### src/rtl/xcv_pkg.sv
package xcv_pkg;
  localparam int XCV_W = 18;
  localparam int XCV_SYNC_STAGES = 2;
  localparam int XCV_NDIR = 2;
  localparam int DIR_AB = 0;
  localparam int DIR_BA = 1;
endpackage

### src/rtl/xcv_rst_sync.sv
module xcv_rst_sync #(
  parameter int STAGES = 2
) (
  input  logic clk,
  input  logic arst_n,
  output logic srst_n
);
  logic [STAGES-1:0] sh_q;
  logic [STAGES-1:0] sh_d;

  generate
    if (STAGES == 1) begin : g_one
      always_comb sh_d = 1'b1;
    end else begin : g_many
      always_comb sh_d = {sh_q[STAGES-2:0], 1'b1};
    end
  endgenerate

  always_ff @(posedge clk or negedge arst_n) begin
    if (!arst_n) sh_q <= '0;
    else         sh_q <= sh_d;
  end

  assign srst_n = sh_q[STAGES-1];
endmodule

### src/rtl/xcv_edge_det.sv
module xcv_edge_det (
  input  logic clk,
  input  logic rst_n,
  input  logic sig,
  output logic rise
);
  logic prev_q;
  logic prev_d;

  always_comb prev_d = sig;

  always_ff @(posedge clk or negedge rst_n) begin
    if (!rst_n) prev_q <= 1'b0;
    else        prev_q <= prev_d;
  end

  assign rise = sig & ~prev_q;
endmodule

### src/rtl/xcv_dir_path.sv
module xcv_dir_path #(
  parameter int W = 18
) (
  input  logic         clk,
  input  logic         rst_n,
  input  logic [W-1:0] din,
  input  logic         le,
  input  logic         stb,
  input  logic         stb_en_n,
  output logic [W-1:0] dout
);
  logic         stb_rise;
  logic         load;
  logic [W-1:0] st_q;
  logic [W-1:0] st_d;

  xcv_edge_det u_edge (
    .clk  (clk),
    .rst_n(rst_n),
    .sig  (stb),
    .rise (stb_rise)
  );

  // transparent mode refreshes storage every cycle so a falling enable keeps the last value
  always_comb begin
    load = le | (stb_rise & ~stb_en_n);
    st_d = st_q;
    if (load) st_d = din;
  end

  always_ff @(posedge clk or negedge rst_n) begin
    if (!rst_n) st_q <= '0;
    else        st_q <= st_d;
  end

  assign dout = le ? din : st_q;
endmodule

### src/rtl/xcv_bus_transceiver.sv
module xcv_bus_transceiver #(
  parameter int W = xcv_pkg::XCV_W
) (
  input  logic         clk,
  input  logic         rst_n,
  input  logic [W-1:0] a_in,
  output logic [W-1:0] a_out,
  output logic         a_drive,
  input  logic [W-1:0] b_in,
  output logic [W-1:0] b_out,
  output logic         b_drive,
  input  logic         ab_le,
  input  logic         ab_stb,
  input  logic         ab_stb_en_n,
  input  logic         ab_oe_n,
  input  logic         ba_le,
  input  logic         ba_stb,
  input  logic         ba_stb_en_n,
  input  logic         ba_oe_n,
  output logic         bus_clash
);
  import xcv_pkg::*;

  logic         rst_int_n;
  logic [W-1:0] p_din  [XCV_NDIR];
  logic [W-1:0] p_dout [XCV_NDIR];
  logic         p_le   [XCV_NDIR];
  logic         p_stb  [XCV_NDIR];
  logic         p_en_n [XCV_NDIR];

  xcv_rst_sync #(.STAGES(XCV_SYNC_STAGES)) u_rst (
    .clk   (clk),
    .arst_n(rst_n),
    .srst_n(rst_int_n)
  );

  assign p_din[DIR_AB]  = a_in;
  assign p_le[DIR_AB]   = ab_le;
  assign p_stb[DIR_AB]  = ab_stb;
  assign p_en_n[DIR_AB] = ab_stb_en_n;
  assign p_din[DIR_BA]  = b_in;
  assign p_le[DIR_BA]   = ba_le;
  assign p_stb[DIR_BA]  = ba_stb;
  assign p_en_n[DIR_BA] = ba_stb_en_n;

  generate
    for (genvar g = 0; g < XCV_NDIR; g++) begin : g_dir
      xcv_dir_path #(.W(W)) u_path (
        .clk     (clk),
        .rst_n   (rst_int_n),
        .din     (p_din[g]),
        .le      (p_le[g]),
        .stb     (p_stb[g]),
        .stb_en_n(p_en_n[g]),
        .dout    (p_dout[g])
      );
    end
  endgenerate

  assign b_out     = p_dout[DIR_AB];
  assign a_out     = p_dout[DIR_BA];
  assign b_drive   = ~ab_oe_n;
  assign a_drive   = ~ba_oe_n;
  assign bus_clash = a_drive & b_drive;
endmodule

### config.mk
export PLATFORM = sky130hd
export DESIGN_NAME = xcv_bus_transceiver
export DESIGN_NICKNAME = d
export VERILOG_FILES = /design/src/rtl/xcv_pkg.sv /design/src/rtl/xcv_rst_sync.sv /design/src/rtl/xcv_edge_det.sv /design/src/rtl/xcv_dir_path.sv /design/src/rtl/xcv_bus_transceiver.sv
export SDC_FILE = /design/constraint.sdc
export NUM_CORES = 1
export LEC_CHECK = 0
export ABC_AREA = 0
export BUFFER_PORTS_ARGS = -buffer_cell sky130_fd_sc_hd__buf_2
export CAP_MARGIN = 0
export CORE_MARGIN = 2
export CORE_UTILIZATION = 53
export DETAILED_ROUTE_END_ITERATION = 7
export PLACE_DENSITY = 0.85
export SLEW_MARGIN = 10
export SYNTH_ARGS = -nofsm -noshare
export SYNTH_HDL_FRONTEND = slang
export SYNTH_SLANG_ARGS = --single-unit
### constraint.sdc
create_clock -name clk -period 3.2 [get_ports clk]
set_input_delay 0.16 -clock clk [delete_from_list [all_inputs] [get_ports clk]]
set_output_delay 0.16 -clock clk [all_outputs]
set_load 0.02 [all_outputs]
Word level (Yosys, flattened, before mapping)
Index checks and enable logic that the tools add are counted.
Widths: inputs -> output; s select.
{"block": "totals", "in_bits": 46, "register_bits": 40, "wordCells": 20, "output_inout_bits": 39}
{"block": "classes", "bitwise": 13, "mux": 2}
{"op": "$mux 18", "count": 2}
{"op": "$not 1->1", "count": 6}
{"op": "$and 1x1->1", "count": 5}
{"op": "$or 1x1->1", "count": 2}

Logic depth before layout (Yosys ltp)
Gate-level depths: netlist (run 1).
{"block": "logic_depth", "word_depth": 4, "depth_mapped": 5, "ltp_nobuf": 2}

Modules after synthesis
Synthesis (run 1) repeated with hierarchy kept, for this count alone.
{"block": "unflattened", "cells_unflattened": 128, "hier_area_um2": 2042.0}
{"module": "xcv_dir_path", "seq_area_each_um2": 450.4, "area_per_inst_um2": 949.7, "cells_each": 59, "n_inst": 2}
{"module": "xcv_edge_det", "seq_area_each_um2": 25.0, "area_per_inst_um2": 38.8, "cells_each": 2, "n_inst": 2}
{"module": "xcv_rst_sync", "seq_area_each_um2": 50.0, "area_per_inst_um2": 53.8, "cells_each": 3, "n_inst": 1}
{"module": "xcv_bus_transceiver", "seq_area_each_um2": 0.0, "area_per_inst_um2": 11.3, "cells_each": 3, "n_inst": 1}

Least setup slack after synthesis (run 1)
No wires, ideal clock.
{"block": "synth_path", "path_kind": "reg-to-reg", "startpoint": "register g_dir[0].u_path.u_edge.prev_q", "endpoint": "register g_dir[0].u_path.st_q[0]", "n_path_buf": 2, "t_arrival_ns": 1.066, "path_stages_with_launch": 5, "setup_slack_ns": 2.003, "synth_period_minus_slack_ns": 1.197, "setup_time_ns": 0.131, "t_required_ns": 3.069, "path_cell_list": "dfrtp_1 buf_2 nor3b_4 buf_6 o211ai_1"}
{"block": "synth_between", "elab_chain_len": 4}
{"element": "start, declared", "line_no": "xcv_edge_det.sv:7", "source": "logic prev_q;"}
{"element": "start signal, assigned", "line_no": "xcv_edge_det.sv:14", "source": "else prev_q <= prev_d;"}
{"element": "$not 1->1", "line_no": "xcv_edge_det.sv:17", "source": "assign rise = sig & ~prev_q;"}
{"element": "$and 1x1->1", "line_no": "xcv_edge_det.sv:17"}
{"element": "$and 1x1->1", "line_no": "xcv_dir_path.sv:26", "source": "load = le | (stb_rise & ~stb_en_n);"}
{"element": "$or 1x1->1", "line_no": "xcv_dir_path.sv:26"}
{"element": "end signal, assigned", "line_no": "xcv_dir_path.sv:33", "source": "else st_q <= st_d;"}
{"element": "end, declared", "line_no": "xcv_dir_path.sv:14", "source": "logic [W-1:0] st_q;"}
Every way passes these cells.
A chain may end at the register's enable or synchronous reset.

Worst setup path after layout (run 1)
{"block": "layout_path", "startpoint": "register g_dir[1].u_path.u_edge.prev_q", "endpoint": "register g_dir[1].u_path.st_q[12]"}
{"block": "layout_between", "elab_chain_len": 4}
{"element": "start, declared", "line_no": "xcv_edge_det.sv:7"}
{"element": "start signal, assigned", "line_no": "xcv_edge_det.sv:14"}
{"element": "$not 1->1", "line_no": "xcv_edge_det.sv:17"}
{"element": "$and 1x1->1", "line_no": "xcv_edge_det.sv:17"}
{"element": "$and 1x1->1", "line_no": "xcv_dir_path.sv:26"}
{"element": "$or 1x1->1", "line_no": "xcv_dir_path.sv:26"}
{"element": "end signal, assigned", "line_no": "xcv_dir_path.sv:33"}
{"element": "end, declared", "line_no": "xcv_dir_path.sv:14"}
Every way passes these cells.

==> results of run 1 <==
timing repair:
action,4_1_cts,5_1_grt
hold buffers,1,0
hold endpoints to repair,2,0
gates resized for setup,0,0
setup buffers,0,0
worst paths after layout:
check,from,to,slack [ns]
max,g_dir[1].u_path.u_edge.prev_q,g_dir[1].u_path.st_q[12],1.50
min,a_in[16],g_dir[0].u_path.st_q[16],0.12
max reg2reg,g_dir[1].u_path.u_edge.prev_q,g_dir[1].u_path.st_q[12],1.50
min reg2reg,u_rst.sh_q[1],g_dir[0].u_path.st_q[15],0.30
max in group asynchronous,u_rst.sh_q[1],g_dir[1].u_path.st_q[16],2.13
min in group asynchronous,rst_n,u_rst.sh_q[1],0.16
flip-flops by register name, indices dropped and copies added (netlist names):
register                    cells
g_dir.u_path.u_edge.prev_q      2
u_rst.sh_q                      2
g_dir.u_path.st_q              36
cells in the final DEF (no fill, tap or decap):
cell and n:
dfrtp_1 40, bufinv_16 3, dlygate4sd3_1 1, o211ai_1 36, nand2b_1 36, nand2_1 72
buf_4 1, inv_1 2, nor3b_4 2, nor2_1 1, clkbuf_8 5, conb_1 1
buf_2 84, nand4bb_1 36
per-layer routing:
layer | share of wire (%) | up-vias | global-route usage, %
met5 | 0 | - | 0
met4 | 0.83 | 0 | 5.98
met3 | 7.7 | 4 | 5.77
met2 | 46 | 90 | 35.6
met1 | 45 | 995 | 31.6
li1 | - | 1020 | -
cell type report:
class | instances | area, um2 | area share [%]
Multi-Input combinational cell | 184 | 1220 | 42.1
Sequential cell | 40 | 1000 | 34.7
Timing Repair Buffer | 86 | 438 | 15.2
Clock inverter | 3 | 90.1 | 3.12
Clock buffer | 5 | 68.8 | 2.38
Tap cell | 52 | 65.1 | 2.25
Inverter | 2 | 7.51 | 0.260
worst max-delay path, cell delays in order, from the launching register on:
cell and delay [ns]:
dfrtp_1 0.59, nor3b_4 0.74, o211ai_1 0.21
power by group:
part | switching (mW) | total (mW) | internal [mW]
sequential | 0.0243 | 0.579 | 0.555
combinational | 0.179 | 0.300 | 0.121
clock | 0.185 | 0.575 | 0.390
per-stage QoR:
stage	area, um2	total power [mW]	setup slack [ns]	std cells
2_1_floorplan	2320	0.783	2.00	246
3_3_place_gp	2720	0.879	1.59	363
3_5_place_dp	2720	0.888	1.53	363
4_1_cts	2890	1.46	1.50	372
5_1_grt	2890	1.52	1.40	372
6_report	2890	1.45	1.50	372
cell families after synthesis:
logic type	Yosys count	synth area share [%]
AOI/OAI and AO/OA	36	11.6
buffers and inverters	22	4.63
DFF	40	43.1
other	1	0.161
and+or+nand+nor	147	40.5
==> impl_metrics.yaml, run 1 <==
die:
  start_util_pct: 54.1
  rows: 24
  io_pins: 85
  die_w_um: 70.2
  die-height_um: 70.2
  core-area_um2: 4290
  dieArea_um2: 4930
detailed_routing:
  viasPerCell: 5.67
  dr_total_vias: 2109
  routedWlPerCell_um: 14.3
  wirelength_um: 5320
  drtPass1Iterations: 4
  ant_nets: 0
  drc: 0
  drtIter0Drc: 153
logic_synthesis:
  ys.flop_type: "dfrtp_1"
  avgSynthCellArea_um2: 9.45
  synth-seq-area-share_pct: 43.1
  netlist-cell-type-count: 12
  yosysMostFrequentCell: "nand2_1"
  synth_top_area_cell: "dfrtp_1"
  synth_nets: 292
  synth_edf_count: 0
  yosys_warnings: 0
  yosysTopAreaCellShare_pct: 43.1
  netlist_instances: 246
  synth.cell_area_um2: 2320
  ys_ff_latch: 40
  yosys-top-cells-area: "dfrtp_1 43%, nand4bb_1 17%, nand2_1 12%"
  synthArstFlopShare_pct: 100
  ys_top_cells_by_count: "72 x nand2_1, 40 x dfrtp_1, 36 x nand2b_1, 36 x nand4bb_1, 36 x o211ai_1"
sta:
  clock.fmax_mhz: 588
  finalSetupTns_ns: 0
  setup_viol: 0
  fin_skew_ns: 0.00998
  rsz0062_at_grt: "no"
  whs_ns: 0.115
  drv_slew: 0
  worst_pin_slew_ns: 0.776
  slew_headroom_pct: 48.2
  final.period_utilization_pct: 53.2
  hold_viol: 0
  period_needed_ns: 1.70
critical_path:
  crit_fanout: 19
  setup.worst_path.start_class: "register"
  endpoint_kind: "register"
  cp_data_arrival_time_ns: 1.84
  rr_worst_depth: 2
  criticalPathCategory: "register to register"
  worstPathRequired_ns: 3.34
worst_hold_path:
  worstHoldPathType: "primary input to register"
  whs_path_depth: 3
clock_tree:
  numCtsBuffers: 5
  cts_tree: "built"
  cts-htree-levels: 2
  clk_latency_ns: 0.30
  max-clock-path-buffers: 2
  clkTransAtPathRegs_ns: 0.09
  cts_num_sinks: 40
  root_buffer: "clkbuf_8"
pwr:
  leakagePower_nw: 1.39
  powerDensity_nw_per_um2: 504
  peakVddDrop_mv: 0.282
run_status:
  status: "finished, final reports clean"
placed_design:
  port_buffers: 84
  post-dp-hpwl_um: 3560
  gp_congestion: 0.767
global_routing:
  gr-total-overflow: 0
  grt_max_degree: 37
  grt_use_total_pct: 22.7
  grt_pass1_vias: 1969
  grt_pass1_wl_um: 9150
  antenna_found_initial: 0
final_layout:
  num_antenna_cells: 0
  drive_gt1_share_pct: 29.7
  area_growth_pct: 24.2
  fin_nets: 365
  nFillCells: 339
  post-route-util_pct: 67.2
flow_run:
  cap_viol_max_count: 0
(Power assumes the default switching activity.)
==> run 2: changes to the inputs <==
CORE_UTILIZATION = 50   (was 53)
PLACE_DENSITY = 0.81   (was 0.85)
clock period = 1.7 ns   (was 3.2 ns; I/O delays follow)
==> impl_metrics.yaml, run 2 (synthesized netlist as in run 1, its figures left out) <==
run_status:
  status: "finished, final reports clean"
detailed_routing:
  drtPass1Iterations: 4
  dr_total_vias: 2066
  viasPerCell: 5.47
  ant_nets: 0
  drc: 0
  drtIter0Drc: 129
  wirelength_um: 5150
  routedWlPerCell_um: 13.6
critical_path:
  endpoint_kind: "register"
  cp_data_arrival_time_ns: 1.31
  worstPathRequired_ns: 1.86
  crit_chain: "nor3b_4 > buf_12 > o211ai_1"
  setup.worst_path.start_class: "register"
  cpPeakStageDelay_ns: 0.41
  cpMaxStageDelayCell: "dfrtp_1"
  criticalPathCategory: "register to register"
  crit_fanout: 13
final_layout:
  fin_nets: 371
  final_cell_mix: "84 x buf_2, 72 x nand2_1, 40 x dfrtp_1"
  top_regs: "g_dir.u_path.st_q x36, g_dir.u_path.u_edge.prev_q x2, u_rst.sh_q x2"
  mostFrequentLayoutCell: "buf_2"
  post-route-util_pct: 65.1
  largest_register_ffs: 36
  regMostFlops: "g_dir.u_path.st_q"
  area_growth_pct: 23.7
  nFillCells: 365
  drive_gt1_share_pct: 30.4
  final_cells: 378
  num_antenna_cells: 0
sta:
  finalSetupTns_ns: 0
  final.period_utilization_pct: 68.0
  hold_viol: 0
  drv_slew: 0
  clock.fmax_mhz: 865
  setup_viol: 0
  fin_ws_ns: 0.544
  rsz0062_at_grt: "no"
  period_needed_ns: 1.16
  fin_skew_ns: 0.00206
pwr:
  finalPower_mw: 2.29
  powerDensity_nw_per_um2: 798
  switching_share_pct: 29.7
  power_frac_seq_pct: 46.8
  power_frac_clock_pct: 27.4
  p_int_mw: 1.61
  comb_power_share_pct: 25.8
  leakagePower_nw: 1.39
  switchingPower_mw: 0.681
  peakVddDrop_mv: 0.454
clock_tree:
  cts-htree-levels: 2
  clkTransAtPathRegs_ns: 0.07
  numCtsBuffers: 5
  max-clock-path-buffers: 2
  cts_tree: "built"
  root_buffer: "clkbuf_8"
  cts_num_sinks: 40
  clk_latency_ns: 0.28
die:
  die_w_um: 72.2
  die-height_um: 72.2
  start_util_pct: 52.7
  dieArea_um2: 5210
  core-area_um2: 4410
  rows: 24
  io_pins: 85
placed_design:
  post-dp-hpwl_um: 3570
  port_buffers: 84
  dp.cells: 369
  pre_cts_slack_ns: 0.555
  gp_congestion: 0.788
global_routing:
  busiest_layer: "met2"
  grt_pass1_wl_um: 8580
  gr-usage-met1_pct: 28.2
  antenna_found_initial: 0
  grt_pass1_vias: 1948
  gr-usage-met3_pct: 4.44
  grt_use_total_pct: 20.8
  grtUsageMet2_pct: 34.3
  gr-total-overflow: 0
  grt_max_degree: 39
flow_run:
  cap_viol_max_count: 0
worst_hold_path:
  worstHoldPathType: "primary input to register"
-- run 2: timing repair --
action,CTS,global route
setup endpoints to repair,0,0
hold buffers,1,0
endpoints found under the hold margin,2,0
resized for setup,0,0
buffers inserted,0,0
-- run 2: layer usage --
layer	part of all wire (%)	wire length (um)
met4	0.60	31
met3	7.2	369
met5	0	0
met2	47	2420
met1	45	2330
-- run 2: layout make-up --
cell class / instances / area [um2] / share of cell area, %
multi-input combinational: 184 / 1220 / 42.3
sequential: 40 / 1000 / 34.8
timing repair buffer: 92 / 495 / 17.2
clock buffer: 8 / 90.1 / 3.13
tap: 52 / 65.1 / 2.26
inverter: 2 / 7.51 / 0.261
-- run 2: worst max-delay path: cells and delay by family, from the launching register on --
kind | cells | cell delay (ns)
AO/OA/AOI/OAI | 1 | 0.09
flip-flops | 1 | 0.41
AND/OR/NAND/NOR | 1 | 0.35
buffers and inverters | 1 | 0.18
-- run 2: stage by stage --
| step | hold slack (ns) | cell area (um2) |
|---|---|---|
| global route | 0.0652 | 2880 |
| global placement | -0.129 | 2780 |
| CTS | 0.0521 | 2880 |
| detailed placement | -0.127 | 2780 |
| floorplan | -0.211 | 2320 |
| finish | 0.0564 | 2880 |
-- run 2: power by group through the flow --
stage / clock network [mW] / registers, mW / logic, mW
2_1_floorplan: 0 / 1.09 / 0.381
3_3_place_gp: 0 / 1.09 / 0.582
3_5_place_dp: 0 / 1.09 / 0.592
4_1_cts: 0.654 / 1.07 / 0.597
5_1_grt: 0.697 / 1.08 / 0.652
6_report: 0.628 / 1.07 / 0.592
-- run 2: worst paths after layout --
| path | start | end | slack (ns) | depth (start not counted) |
|---|---|---|---|---|
| worst max-delay path | g_dir[0].u_path.u_edge.prev_q | g_dir[0].u_path.st_q[14] | 0.54 | 3 |
| worst min-delay path | b_in[12] | g_dir[1].u_path.st_q[12] | 0.06 | 3 |
| worst max register to register | g_dir[0].u_path.u_edge.prev_q | g_dir[0].u_path.st_q[14] | 0.54 | 3 |
| worst min register to register | u_rst.sh_q[1] | g_dir[0].u_path.st_q[14] | 0.29 | 1 |
| max in group asynchronous | u_rst.sh_q[1] | g_dir[0].u_path.st_q[15] | 1.04 | 1 |
| min in group asynchronous | rst_n | u_rst.sh_q[1] | 0.11 | 2 |
